## src/rtl/blkwr_pkg.sv

```systemverilog
package blkwr_pkg;
  typedef enum logic [1:0] {SEL_ZERO, SEL_HDR, SEL_PAY} outSel_e;

  typedef struct packed {
    logic    load;
    logic    hdrTake;
    logic    byteTake;
    outSel_e sel;
  } dpCtrl_t;

  localparam logic [3:0] HDR_TAG   = 4'hF;
  localparam logic [1:0] ORD_FIRST = 2'd1;
  localparam logic [1:0] ORD_MID   = 2'd2;
  localparam logic [1:0] ORD_ONLY  = 2'd3;
endpackage

```

## src/rtl/blkwr_datapath.sv

```systemverilog
module blkwr_datapath
  import blkwr_pkg::*;
#(
  parameter int LEN_W   = 24,
  parameter int MAX_PKT = 8192,
  parameter int MIN_LEN = 4
) (
  input  logic             clk,
  input  logic             rstN,
  input  dpCtrl_t          ctrl,
  input  logic [LEN_W-1:0] lenIn,
  input  logic [7:0]       inData,
  output logic [7:0]       outData,
  output logic             tooShort,
  output logic             pktLast,
  output logic             remOne,
  output logic             remZero
);
  localparam int PKT_W = $clog2(MAX_PKT + 1);
  localparam logic [LEN_W:0]   MAX_EXT = (LEN_W + 1)'(MAX_PKT);
  localparam logic [LEN_W-1:0] MIN_EXT = LEN_W'(MIN_LEN);
  localparam logic [PKT_W-1:0] PKT_CAP = PKT_W'(MAX_PKT);

  logic [LEN_W-1:0] remaining;
  logic [PKT_W-1:0] pktLeft;
  logic             firstPkt;
  logic             fitsOne;
  logic [PKT_W-1:0] pktLen;
  logic [1:0]       ordCode;

  assign fitsOne = {1'b0, remaining} <= MAX_EXT;
  assign pktLen  = fitsOne ? remaining[PKT_W-1:0] : PKT_CAP;
  assign ordCode = fitsOne ? ORD_ONLY : (firstPkt ? ORD_FIRST : ORD_MID);

  always_ff @(posedge clk) begin
    if (!rstN) begin
      remaining <= '0;
      pktLeft   <= '0;
      firstPkt  <= 1'b0;
    end else if (ctrl.load) begin
      remaining <= lenIn;
      firstPkt  <= 1'b1;
    end else if (ctrl.hdrTake) begin
      pktLeft  <= pktLen;
      firstPkt <= 1'b0;
    end else if (ctrl.byteTake) begin
      remaining <= remaining - 1'b1;
      pktLeft   <= pktLeft - 1'b1;
    end
  end

  always_comb begin
    unique case (ctrl.sel)
      SEL_HDR: outData = {HDR_TAG, 2'b00, ordCode};
      SEL_PAY: outData = inData;
      default: outData = 8'h00;
    endcase
  end

  assign tooShort = lenIn <= MIN_EXT;
  assign pktLast  = pktLeft == PKT_W'(1);
  assign remOne   = remaining == LEN_W'(1);
  assign remZero  = remaining == '0;
endmodule

```

## src/rtl/blkwr_ctrl.sv

```systemverilog
module blkwr_ctrl
  import blkwr_pkg::*;
(
  input  logic    clk,
  input  logic    rstN,
  input  logic    startIn,
  input  logic    crcEnIn,
  input  logic    inValid,
  input  logic    outReady,
  input  logic    tooShort,
  input  logic    pktLast,
  input  logic    remOne,
  input  logic    remZero,
  output dpCtrl_t ctrl,
  output logic    outValid,
  output logic    inReady,
  output logic    doneOut,
  output logic    rejectOut,
  output logic    busy
);
  typedef enum logic [2:0] {ST_IDLE, ST_HDR, ST_PAY, ST_CRC0, ST_CRC1, ST_FIN} state_e;

  state_e state, stateNext;
  logic   crcOn;
  logic   rejectQ;

  always_comb begin
    ctrl      = '0;
    ctrl.sel  = SEL_ZERO;
    outValid  = 1'b0;
    inReady   = 1'b0;
    stateNext = state;
    unique case (state)
      ST_IDLE: begin
        ctrl.load = startIn && !tooShort;
        if (startIn && !tooShort) stateNext = ST_HDR;
      end
      ST_HDR: begin
        ctrl.sel     = SEL_HDR;
        outValid     = 1'b1;
        ctrl.hdrTake = outReady;
        if (outReady) stateNext = ST_PAY;
      end
      ST_PAY: begin
        ctrl.sel      = SEL_PAY;
        outValid      = inValid;
        inReady       = outReady;
        ctrl.byteTake = inValid && outReady;
        if (inValid && outReady && pktLast)
          stateNext = crcOn ? ST_CRC0 : (remOne ? ST_FIN : ST_HDR);
      end
      ST_CRC0: begin
        outValid = 1'b1;
        if (outReady) stateNext = ST_CRC1;
      end
      ST_CRC1: begin
        outValid = 1'b1;
        if (outReady) stateNext = remZero ? ST_FIN : ST_HDR;
      end
      default: stateNext = ST_IDLE;
    endcase
  end

  always_ff @(posedge clk) begin
    if (!rstN) begin
      state   <= ST_IDLE;
      crcOn   <= 1'b0;
      rejectQ <= 1'b0;
    end else begin
      state   <= stateNext;
      rejectQ <= (state == ST_IDLE) && startIn && tooShort;
      if (ctrl.load) crcOn <= crcEnIn;
    end
  end

  assign doneOut   = state == ST_FIN;
  assign rejectOut = rejectQ;
  assign busy      = state != ST_IDLE;
endmodule

```

## src/rtl/blkwr_framer.sv

```systemverilog
module blkwr_framer
  import blkwr_pkg::*;
#(
  parameter int LEN_W   = 24,
  parameter int MAX_PKT = 8192,
  parameter int MIN_LEN = 4
) (
  input  logic             clk,
  input  logic             rstN,
  input  logic             startIn,
  input  logic [LEN_W-1:0] lenIn,
  input  logic             crcEnIn,
  input  logic [7:0]       inData,
  input  logic             inValid,
  output logic             inReady,
  output logic [7:0]       outData,
  output logic             outValid,
  input  logic             outReady,
  output logic             doneOut,
  output logic             rejectOut
);
  dpCtrl_t ctrl;
  logic    tooShort, pktLast, remOne, remZero, busy;

  blkwr_ctrl u_ctrl (
    .clk(clk), .rstN(rstN), .startIn(startIn), .crcEnIn(crcEnIn),
    .inValid(inValid), .outReady(outReady), .tooShort(tooShort),
    .pktLast(pktLast), .remOne(remOne), .remZero(remZero), .ctrl(ctrl),
    .outValid(outValid), .inReady(inReady), .doneOut(doneOut),
    .rejectOut(rejectOut), .busy(busy)
  );

  blkwr_datapath #(.LEN_W(LEN_W), .MAX_PKT(MAX_PKT), .MIN_LEN(MIN_LEN)) u_dp (
    .clk(clk), .rstN(rstN), .ctrl(ctrl), .lenIn(lenIn), .inData(inData),
    .outData(outData), .tooShort(tooShort), .pktLast(pktLast),
    .remOne(remOne), .remZero(remZero)
  );
endmodule

```

## config.mk

```make
export PLATFORM = sky130hd
export DESIGN_NAME = blkwr_framer
export DESIGN_NICKNAME = d
export VERILOG_FILES = /design/src/rtl/blkwr_pkg.sv /design/src/rtl/blkwr_datapath.sv /design/src/rtl/blkwr_ctrl.sv /design/src/rtl/blkwr_framer.sv
export SDC_FILE = /design/constraint.sdc
export NUM_CORES = 1
export LEC_CHECK = 0
export BUFFER_PORTS_ARGS = -buffer_cell sky130_fd_sc_hd__clkbuf_2
export CAP_MARGIN = 25
export CORE_MARGIN = 8
export CORE_UTILIZATION = 55
export CTS_CLUSTER_DIAMETER = 80
export DETAILED_ROUTE_END_ITERATION = 10
export PLACE_DENSITY = 0.86
export RECOVER_POWER = 50
export SLEW_MARGIN = 20
export SYNTH_ARGS = -nofsm -noshare
export SYNTH_HDL_FRONTEND = slang
export SYNTH_SLANG_ARGS = --single-unit
```

## constraint.sdc

```tcl
create_clock -name clk -period 2.45 [get_ports clk]
set_clock_uncertainty 0.05 [all_clocks]
set_input_delay 0.49 -clock clk [delete_from_list [all_inputs] [get_ports clk]]
set_output_delay 0.49 -clock clk [all_outputs]
set_load 0.1 [all_outputs]
```

==> impl_metrics.csv, run 1 <==
group,metric,value,unit
status,outcome,"finished, violations left",
status,violations,"negative setup slack",
finish,diodes,0,
placed_design,dpl_cell_area,0.00342,mm²
logic_synthesis,netlist_area,0.00271,mm²
worst_setup_path,crit_arrival,2.24,ns
worst_setup_path,crit_path_start_kind,"flop",
global_route,antenna_found_initial,0,
global_route,overflow,0,
logic_synthesis,synthCells,335,
global_route,grtUsageTotal,23.7,%
finish,mostFrequentLayoutCell,"dfxtp_1",
finish,layout_common_cells,"dfxtp_1 (42), clkbuf_2 (41), a21oi_1 (38), buf_4 (35), nand2_1 (26)",
drt,antenna_left,0,
worst_setup_path,critical_path.top_delay_family,"simple AND/OR/NAND/NOR gates",
clocking,cts_root_buffer,"clkbuf_8",
timing,maxSlewViolCount,0,
finish,syn2layout_area_growth,31.0,%
drt,routedWlPerCell,18.1,µm
hold_path,min_from,"crcEnIn",
logic_synthesis,avgSynthCellArea,8.07,µm²
finish,regArea,883,µm²
worst_setup_path,critical_path_required,1.91,ns
hold_path,hold_depth,3,
clocking,htreeDepth,2,
timing,rsz0062_at_grt,"true",
clocking,clk_pin_slew,0.08,ns
worst_setup_path,worstPathBufferInverterCount,1,
logic_synthesis,synth_top_area_share,32.6,%
floorplanning,core-area,0.00472,mm²
timing,fin_ws,-0.330,ns
placed_design,numPlacedInstances,471,
clocking,cts_buffer_depth,2,
hold_path,whs_endpoint,"u_ctrl.crcOn",
clocking,cts.sinks,44,
logic_synthesis,synthTopCellsByArea,"dfxtp_1 (33%), a21oi_1 (7.0%), o2bb2ai_1 (3.9%)",
pwr,powerDensity,954,mW/mm²
logic_synthesis,seq_area_frac_synth,32.6,%
floorplanning,num_rows,25,
placed_design,place.gp.congestion,0.886,
timing,slew_headroom,21.4,%
drt,drc,0,
timing,period_minus_slack,2.78,ns
worst_setup_path,cp_max_fo,3,
worst_setup_path,rr_endpoint,"u_dp.remaining[6]",
hold_path,min-delay-path-class,"input port to flop",
floorplanning,die_x,86.1,µm
pwr,ir_drop,0.000615,V
timing,fmax,360,MHz
placed_design,io_buffers,49,
worst_setup_path,path_cells,"or4_4 > o41ai_4 > nand2_2 > a311oi_4 > buf_12",
logic_synthesis,yosys_register_bits,44,
flow_run,cap_viol_max_count,0,
finish,fin_cells,481,
worst_setup_path,worst-setup-path-type,"flop to output pin",
pwr,power_leakage,1.35,nW
logic_synthesis,ys_types,55,
clocking,hold_buffers,0,
drt,first_iter_violations,267,
floorplanning,fp.dieH,86.1,µm
worst_setup_path,crit_slowest_cell,"or4_4",
finish,drive_above_1_share,29.2,%
floorplanning,num_io_pins,50,
finish,nets,459,
finish,multi_input_area,0.00178,mm²
global_route,grt_pass1_wl,14100,µm
floorplanning,die_area,0.00742,mm²
drt,firstDrtPassIters,5,
drt,finalWirelength,8710,µm
timing,finalCritPeriodShare,113,%
timing,setup_violations,2,
worst_setup_path,end_kind,"output pin",
clocking,clk_latency,0.31,ns
clocking,cts_buffers,5,
worst_setup_path,reg2reg_setup_slack,0.10,ns
worst_setup_path,crit_path_max_incr_delay,0.57,ns
pwr,p_total,3.38,mW
placed_design,dpl.hpwl,6340,µm
worst_setup_path,reg2reg_from,"u_ctrl.state[0]",
global_route,first_global_vias,3078,
logic_synthesis,synthFlopType,"dfxtp_1",
drt,viasPerCell,6.49,
timing,tightestPinTransition,1.18,ns
logic_synthesis,synth_nets,381,
finish,final_cell_area,0.00354,mm²
global_route,grt_max_degree,29,
worst_setup_path,reg2reg_depth,7,
timing,hold_viol_final,0,
logic_synthesis,synth_area_leader_cell,"dfxtp_1",
clocking,cts_tree,"done",
logic_synthesis,async_flop_share,0,%
finish,fillers,339,
logic_synthesis,ys_warn_count,0,
logic_synthesis,synth-edff-count,0,
floorplanning,initial_core_util,57.3,%
drt,vias,3121,
-- cells in the mapped netlist (all sizes together) (10+ instances only) --
cell type	n
a21oi	38
a31oi	10
clkbuf	13
dfxtp	44
inv	11
nand2	27
nand3	20
nor2	22
nor3	12
nor4	12
o2bb2ai	12
or4	11
-- cell type report --
type	count	share of cell area, %
Clock buffer	5	1.94
Sequential cell	44	24.9
Inverter	11	1.16
Tap cell	67	2.36
Multi-Input combinational cell	262	50.3
Timing Repair Buffer	89	18.7
Clock inverter	3	0.600
-- worst min-delay path, cell delays in order --
cell	delay [ns]
clkbuf_2	0.08
nand2_1	0.05
a21oi_1	0.07
-- flip-flops by register name, summed over array words and instances, names as in the netlist --
register and count:
u_ctrl.crcOn 1, u_ctrl.state 3, u_ctrl.rejectOut 1, u_dp.pktLeft 14, u_dp.firstPkt 1, u_dp.remaining 24
-- repair_timing --
item,CTS,global route
cloned,0,0
setup buffers,1,1
setup endpoints to repair,8,8
resized for setup,5,5
pin swaps,5,1
-- metal layers --
layer  wire (µm)  track usage [%]  vias to the layer above
li1            -                -                     1440
met4         282             10.7                        0
met2        4440             42.2                      184
met3         671             5.73                       38
met1        3320             25.7                     1459
met5           0                0                        -
-- per-stage QoR --
step	setup TNS [ns]	utilization [%]	hold WS (ns)	setup WS, ns
after floorplan	-4.00	-	0.400	-0.642
after global placement	-0.107	72.5	0.416	-0.0860
after detailed placement	-0.113	72.5	0.434	-0.0886
after CTS	-0.601	75.0	0.383	-0.332
after global routing	-1.65	75.0	0.377	-0.411
final	-0.590	75.0	0.386	-0.330
-- power by group --
group / internal, mW / leakage (nW) / switching [mW]
sequential: 0.831 / 0.360 / 0.103
clock: 0.203 / 0.0445 / 0.271
combinational: 0.742 / 0.949 / 1.23
total: 1.78 / 1.35 / 1.60
-- kinds of logic after synthesis --
| logic type | count (synthesis) | share of synthesized area [%] |
|---|---|---|
| xor gates and xnor gates | 13 | 4.21 |
| buffers and inverters | 29 | 4.90 |
| AOI/OAI and AO/OA | 98 | 24.5 |
| and+or+nand+nor | 143 | 30.2 |
| DFF | 44 | 32.6 |
| adders and majority gates | 8 | 3.70 |
-- worst max-delay path by stage --
stage | cells after the start | start | end
floorplan | 8 | u_ctrl.state[1] | outData[4]
global placement | 7 | u_dp.remaining[1] | outData[1]
detailed placement | 7 | u_dp.remaining[1] | outData[1]
CTS | 5 | u_dp.remaining[4] | outData[1]
global route | 5 | u_dp.remaining[4] | outData[1]
finish | 5 | u_dp.remaining[4] | outData[1]
No activity file was read; power rests on OpenSTA's default activity.
==> run 2, diff against run 1 <==
- CELL_PAD_IN_SITES_DETAIL_PLACEMENT: not set -> 0
- CELL_PAD_IN_SITES_GLOBAL_PLACEMENT: not set -> 1
- CORE_UTILIZATION: 55 -> 41
- PLACE_DENSITY: 0.86 -> 0.87
- clock period: 2.45 -> 3.08 ns (I/O delays scaled with it)
==> run 2 against run 1 <==
  * Clock power fell by 20%
  * Critical path depth rose by 2
  * Combinational power fell by 36%
  * Total power fell by 28%
  * Global-route usage fell by 7.6 points
  * Via count fell by 13%
  * Flip-flop and latch count did not move
  * Hold slack improved by 0.050 ns
  * Core utilization fell by 24 points
  * Wire length fell by 12%
  * First-iteration DRC count fell by 43%
  * The flow now finishes without violations
  * Die area rose by 27%
==> impl_metrics.csv, run 2 (synthesized netlist as in run 1, its figures left out) <==
group,metric,value,unit
status,outcome,"completed",
timing,finalCritPeriodShare,97.6,%
drt,vias,2728,
drt,first_iter_violations,151,
global_route,grt_max_degree,22,
flow_run,cap_viol_max_count,0,
floorplanning,num_rows,29,
worst_setup_path,end_kind,"output pin",
drt,antenna_left,0,
timing,maxSlewViolCount,0,
drt,viasPerCell,5.88,
drt,finalWirelength,7710,µm
finish,utilization,50.7,%
floorplanning,core-area,0.00635,mm²
global_route,grt_use_met1,20.8,%
drt,routedWlPerCell,16.6,µm
worst_setup_path,cp_max_fo,6,
global_route,overflow,0,
placed_design,io_buffers,49,
global_route,first_global_vias,2682,
pwr,ir_drop,0.000619,V
worst_setup_path,path_cells,"inv_2 > ha_1 > or3b_2 > o41ai_2 > nand2_2 > a311oi_4 > buf_12",
floorplanning,fp.dieH,97.2,µm
timing,slew_headroom,22.6,%
floorplanning,die_x,97.2,µm
worst_setup_path,crit_path_start_kind,"flop",
timing,fin_ws,0.0753,ns
timing,setup_violations,0,
pwr,power_leakage,1.18,nW
clocking,hold_buffers,0,
finish,nets,432,
floorplanning,die_area,0.00945,mm²
floorplanning,initial_core_util,42.6,%
placed_design,numPlacedInstances,453,
placed_design,dpl.hpwl,5850,µm
worst_setup_path,worst-setup-path-type,"flop to output pin",
worst_setup_path,critical_path.top_delay_family,"simple AND/OR/NAND/NOR gates",
clocking,cts_root_buffer,"clkbuf_8",
floorplanning,num_io_pins,50,
finish,top_register,"u_dp.remaining",
timing,period_minus_slack,3.00,ns
timing,hold_viol_final,0,
clocking,clk_pin_slew,0.09,ns
worst_setup_path,crit_path_max_incr_delay,0.46,ns
global_route,grtUsageTotal,16.1,%
finish,layout_common_cells,"dfxtp_1 (42), clkbuf_2 (39), a21oi_1 (38), nand2_1 (26), nand3_1 (20)",
clocking,cts.sinks,44,
timing,final.setup.tns,0,ns
pwr,p_total,2.43,mW
clocking,cts_tree,"done",
global_route,top_usage_layer,"met2",
placed_design,dp_worst_setup_slack,0.260,ns
drt,drc,0,
finish,diodes,0,
finish,fin_cells,464,
finish,drive_above_1_share,22.2,%
timing,fmax,333,MHz
timing,tightestPinTransition,1.17,ns
global_route,antenna_found_initial,0,
clocking,htreeDepth,2,
timing,rsz0062_at_grt,"false",
finish,final_cell_area,0.00322,mm²
clocking,cts_buffers,5,
drt,firstDrtPassIters,4,
worst_setup_path,crit_slowest_cell,"or3b_2",
finish,fillers,630,
clocking,cts_buffer_depth,2,
pwr,powerDensity,754,mW/mm²
global_route,globalRouteMet2Util,26.9,%
hold_path,min-delay-path-class,"flop to flop",
worst_setup_path,crit_arrival,2.34,ns
finish,largest_registers,"u_dp.remaining (24), u_dp.pktLeft (14), u_ctrl.state (3)",
worst_setup_path,worstPathBufferInverterCount,2,
placed_design,dpl_cell_area,0.00312,mm²
finish,largest_register_ffs,24,
clocking,clk_latency,0.30,ns
placed_design,place.gp.congestion,0.834,
timing,hold_slack,0.435,ns
global_route,gr-usage-met3,2.70,%
worst_setup_path,critical_path_required,2.41,ns
global_route,grt_pass1_wl,13200,µm
finish,syn2layout_area_growth,19.0,%
finish,mostFrequentLayoutCell,"dfxtp_1",
run 2: cell types whose count changed in the layout (fill, tap and decap cells not counted), moves of 2 or more:
cell / change
and2_1: +2
buf_12: -7
buf_4: -20
ha_4: -2
clkbuf_2: -2
ha_1: +2
and2_2: -2
run 2: final cells by class:
cell class	count	area, µm²	area share (%)
multi-input cells	262	1730	53.8
flip-flops and latches	44	883	27.4
repair buffers	62	374	11.6
well taps	77	96.3	2.99
clock buffers	5	68.8	2.14
inverters	11	41.3	1.28
clock inverters	3	23.8	0.738
run 2: timing repair:
action | in CTS | in global routing
setup endpoints to repair | 2 | 2
buffers inserted | 1 | 2
pin swaps | 2 | 2
hold endpoints to repair | 0 | 0
gates resized for setup | 0 | 4
cloned | 0 | 0
run 2: worst register-to-register path, stage by stage, from the launching register on:
cell and delay [ns]:
dfxtp_1 0.39, buf_4 0.18, or2_2 0.33, nor3b_1 0.38, o21ai_0 0.34, clkbuf_1 0.46, o311ai_0 0.25, a21oi_1 0.11
run 2: final timing paths:
| kind | start | endpoint | slack (ns) | depth (start not counted) |
|---|---|---|---|---|
| hold reg to reg | u_ctrl.crcOn | u_ctrl.crcOn | 0.44 | 2 |
| setup / recovery | u_dp.remaining[0] | outData[1] | 0.08 | 7 |
| setup reg to reg | u_ctrl.state[0] | u_dp.remaining[22] | 0.47 | 7 |
| hold / removal | u_ctrl.crcOn | u_ctrl.crcOn | 0.44 | 2 |
run 2: routing by layer:
metal  routed length, µm  up-vias
li1                    -     1381
met1                3660     1283
met2                3670       55
met3                 301        9
met4                  72        0
met5                   0        -
run 2: power breakdown:
group	internal, mW	switching, mW	total [mW]
Clock	0.161	0.216	0.377
Sequential	0.662	0.121	0.783
Combinational	0.430	0.837	1.27
==> run 3, diff against run 2 <==
- SYNTH_HIERARCHICAL: not set -> 1
==> run 3 against run 2 <==
  * Sequential power up 25%
  * Critical path depth up 1
  * Non-clock buffer count up 1
==> impl_metrics.csv, run 3 <==
group,metric,value,unit
global_route,grt_pass1_wl,13400,µm
floorplanning,die_x,101,µm
clocking,cts.sinks,44,
floorplanning,die_area,0.0101,mm²
clocking,cts_tree,"done",
logic_synthesis,synthTopCellsByArea,"dfxtp_1 (30%), a21oi_1 (7.5%), o21ai_0 (6.0%)",
logic_synthesis,seq_area_frac_synth,30.0,%
floorplanning,initial_core_util,41.4,%
timing,hold_slack,0.439,ns
timing,hold_viol_final,0,
global_route,first_global_vias,2851,
logic_synthesis,netlist_area,0.00294,mm²
logic_synthesis,ys_types,58,
finish,largest_registers,"u_dp/remaining (24), u_dp/pktLeft (14), u_ctrl/state (3)",
global_route,grtUsageTotal,16.2,%
placed_design,numPlacedInstances,522,
drt,routedWlPerCell,15.1,µm
worst_setup_path,startpoint,"u_dp/remaining[1]",
logic_synthesis,synthFlopType,"dfxtp_1",
worst_setup_path,worstPathBufferInverterCount,2,
drt,antenna_left,0,
logic_synthesis,synth.most_common_cell,"nor2_1",
hold_path,hold_depth,2,
drt,firstDrtPassIters,4,
placed_design,dpl_cell_area,0.00334,mm²
worst_setup_path,reg2reg_from,"u_ctrl/state[1]",
hold_path,min_from,"u_dp/firstPkt",
timing,slew_headroom,22.1,%
timing,maxSlewViolCount,0,
drt,finalWirelength,7980,µm
global_route,antenna_found_initial,0,
floorplanning,num_io_pins,50,
worst_setup_path,crit_path_start_kind,"flop",
timing,fin_ws,0.229,ns
pwr,p_seq_share,30.9,%
timing,setup_violations,0,
worst_setup_path,critical_path.top_delay_family,"compound AO/OA/AOI/OAI gates",
logic_synthesis,synth_nets,429,
pwr,netSwitchingPower,1.64,mW
finish,nets,475,
worst_setup_path,cp_max_fo,5,
pwr,clkPwrFrac,10.4,%
status,outcome,"completed",
clocking,hold_buffers,0,
logic_synthesis,avgSynthCellArea,7.64,µm²
flow_run,cap_viol_max_count,0,
pwr,power_leakage,1.25,nW
global_route,grt_max_degree,45,
floorplanning,core-area,0.00710,mm²
pwr,sw_frac_of_total,51.5,%
floorplanning,fp.dieH,101,µm
finish,utilization,47.7,%
finish,fin_cells,527,
worst_setup_path,reg2reg_setup_slack,0.30,ns
finish,final_cell_area,0.00339,mm²
worst_setup_path,end_kind,"output pin",
global_route,overflow,0,
logic_synthesis,ys_warn_count,6,
timing,period_minus_slack,2.85,ns
finish,layout_common_cells,"clkbuf_2 (45), nor2_1 (45), dfxtp_1 (44), a21oi_1 (41), o21ai_0 (34)",
timing,final.setup.tns,0,ns
placed_design,dp_worst_setup_slack,0.211,ns
worst_setup_path,reg2reg_depth,8,
worst_setup_path,crit_arrival,2.18,ns
logic_synthesis,synthCells,384,
logic_synthesis,synth-edff-count,0,
pwr,powerDensity,938,mW/mm²
logic_synthesis,synth_top_area_share,30.0,%
drt,drc,0,
drt,first_iter_violations,135,
worst_setup_path,rr_endpoint,"u_dp/remaining[19]",
clocking,cts_root_buffer,"clkbuf_8",
finish,fillers,750,
worst_setup_path,path_cells,"inv_1 > ha_1 > nor4b_1 > nand4_1 > a21oi_2 > o21ai_0 > a21oi_2 > buf_12",
worst_setup_path,crit_path_max_incr_delay,0.39,ns
logic_synthesis,synth_area_leader_cell,"dfxtp_1",
finish,drive_above_1_share,18.9,%
pwr,ir_drop,0.000339,V
clocking,clk_latency,0.29,ns
logic_synthesis,async_flop_share,0,%
worst_setup_path,critical_path_required,2.41,ns
pwr,intPower,1.54,mW
hold_path,whs_endpoint,"u_dp/firstPkt",
placed_design,place.gp.congestion,0.818,
timing,fmax,351,MHz
finish,diodes,0,
finish,top_register,"u_dp/remaining",
placed_design,io_buffers,49,
worst_setup_path,worst-setup-path-type,"flop to output pin",
drt,viasPerCell,5.55,
finish,largest_register_ffs,24,
drt,vias,2925,
placed_design,dpl.hpwl,6020,µm
pwr,pwr-share-comb,58.7,%
pwr,p_total,3.18,mW
worst_setup_path,crit_slowest_cell,"dfxtp_1",
floorplanning,num_rows,31,
clocking,htreeDepth,2,
hold_path,min-delay-path-class,"flop to flop",
logic_synthesis,ys_top_cells_by_count,"nor2_1 (45), a21oi_1 (44), dfxtp_1 (44)",
worst_setup_path,cpMostUsedCell,"a21oi_2",
timing,rsz0062_at_grt,"false",
logic_synthesis,yosys_register_bits,44,
finish,syn2layout_area_growth,15.4,%
timing,finalCritPeriodShare,92.6,%
clocking,cts_buffers,5,
clocking,clk_pin_slew,0.08,ns
clocking,post-cts-setup-buffer-count,0,
clocking,cts_buffer_depth,2,
timing,tightestPinTransition,1.17,ns
## run 3: cell count changes after synthesis, sizes merged, moves of 6 or more
cell     delta
o21ai      +29
nor2       +23
xnor2      +13
o2bb2ai    -11
nand3      -10
a211oi      +6
a21oi       +6
a31oi       -6
## run 3: layer usage
metal / track usage, % / wire (µm)
met2: 26.2 / 3720
met5: 0 / 0
met3: 2.62 / 332
met4: 4.88 / 109
met1: 21.4 / 3820
## run 3: cell families (layout without fill, tap and decap cells)
family	count (synthesis)	count (layout)	share of synthesized area, %
xor gates and xnor gates	24	24	7.16
and+or+nand+nor	156	156	30.8
muxes	3	3	1.02
adders and majority gates	7	7	2.98
AOI/OAI and AO/OA	112	112	22.3
DFF	44	44	30.0
buffers and inverters	38	82	5.75
## run 3: power by group through the flow
stage | Combinational, mW | Clock (mW) | Sequential (mW)
after floorplan | 1.55 | 0 | 0.890
after global placement | 1.89 | 0 | 0.979
after detailed placement | 1.90 | 0 | 0.987
after CTS | 1.91 | 0.345 | 0.974
after global routing | 2.06 | 0.361 | 1.01
final | 1.87 | 0.330 | 0.981
## run 3: layout make-up
| class | instances | area (µm²) | area share (%) |
|---|---|---|---|
| tap | 99 | 124 | 3.66 |
| timing repair buffer | 63 | 367 | 10.8 |
| inverter | 14 | 52.6 | 1.55 |
| multi-input combinational | 302 | 1900 | 55.9 |
| sequential | 44 | 881 | 26.0 |
| clock buffer | 5 | 68.8 | 2.03 |
## run 3: worst max path at each step
stage | slack [ns] | depth (start not counted) | endpoint
6_report | 0.23 | 8 | outData[0]
5_1_grt | 0.01 | 10 | u_dp/remaining[16]
4_1_cts | 0.09 | 8 | outData[1]
3_5_place_dp | 0.21 | 11 | u_dp/pktLeft[11]
3_3_place_gp | 0.26 | 11 | u_dp/pktLeft[11]
2_1_floorplan | -0.03 | 8 | outData[0]
## run 3: tightest hold or removal path, cell delays in order (launching register included)
cell      delay (ns)
dfxtp_1         0.32
nand2b_1        0.07
a21oi_1         0.06
## run 3: repair_timing
action                                  4_1_cts  5_1_grt
resized for setup                             0        2
hold endpoints to repair                      0        0
endpoints found under the setup margin        0        2
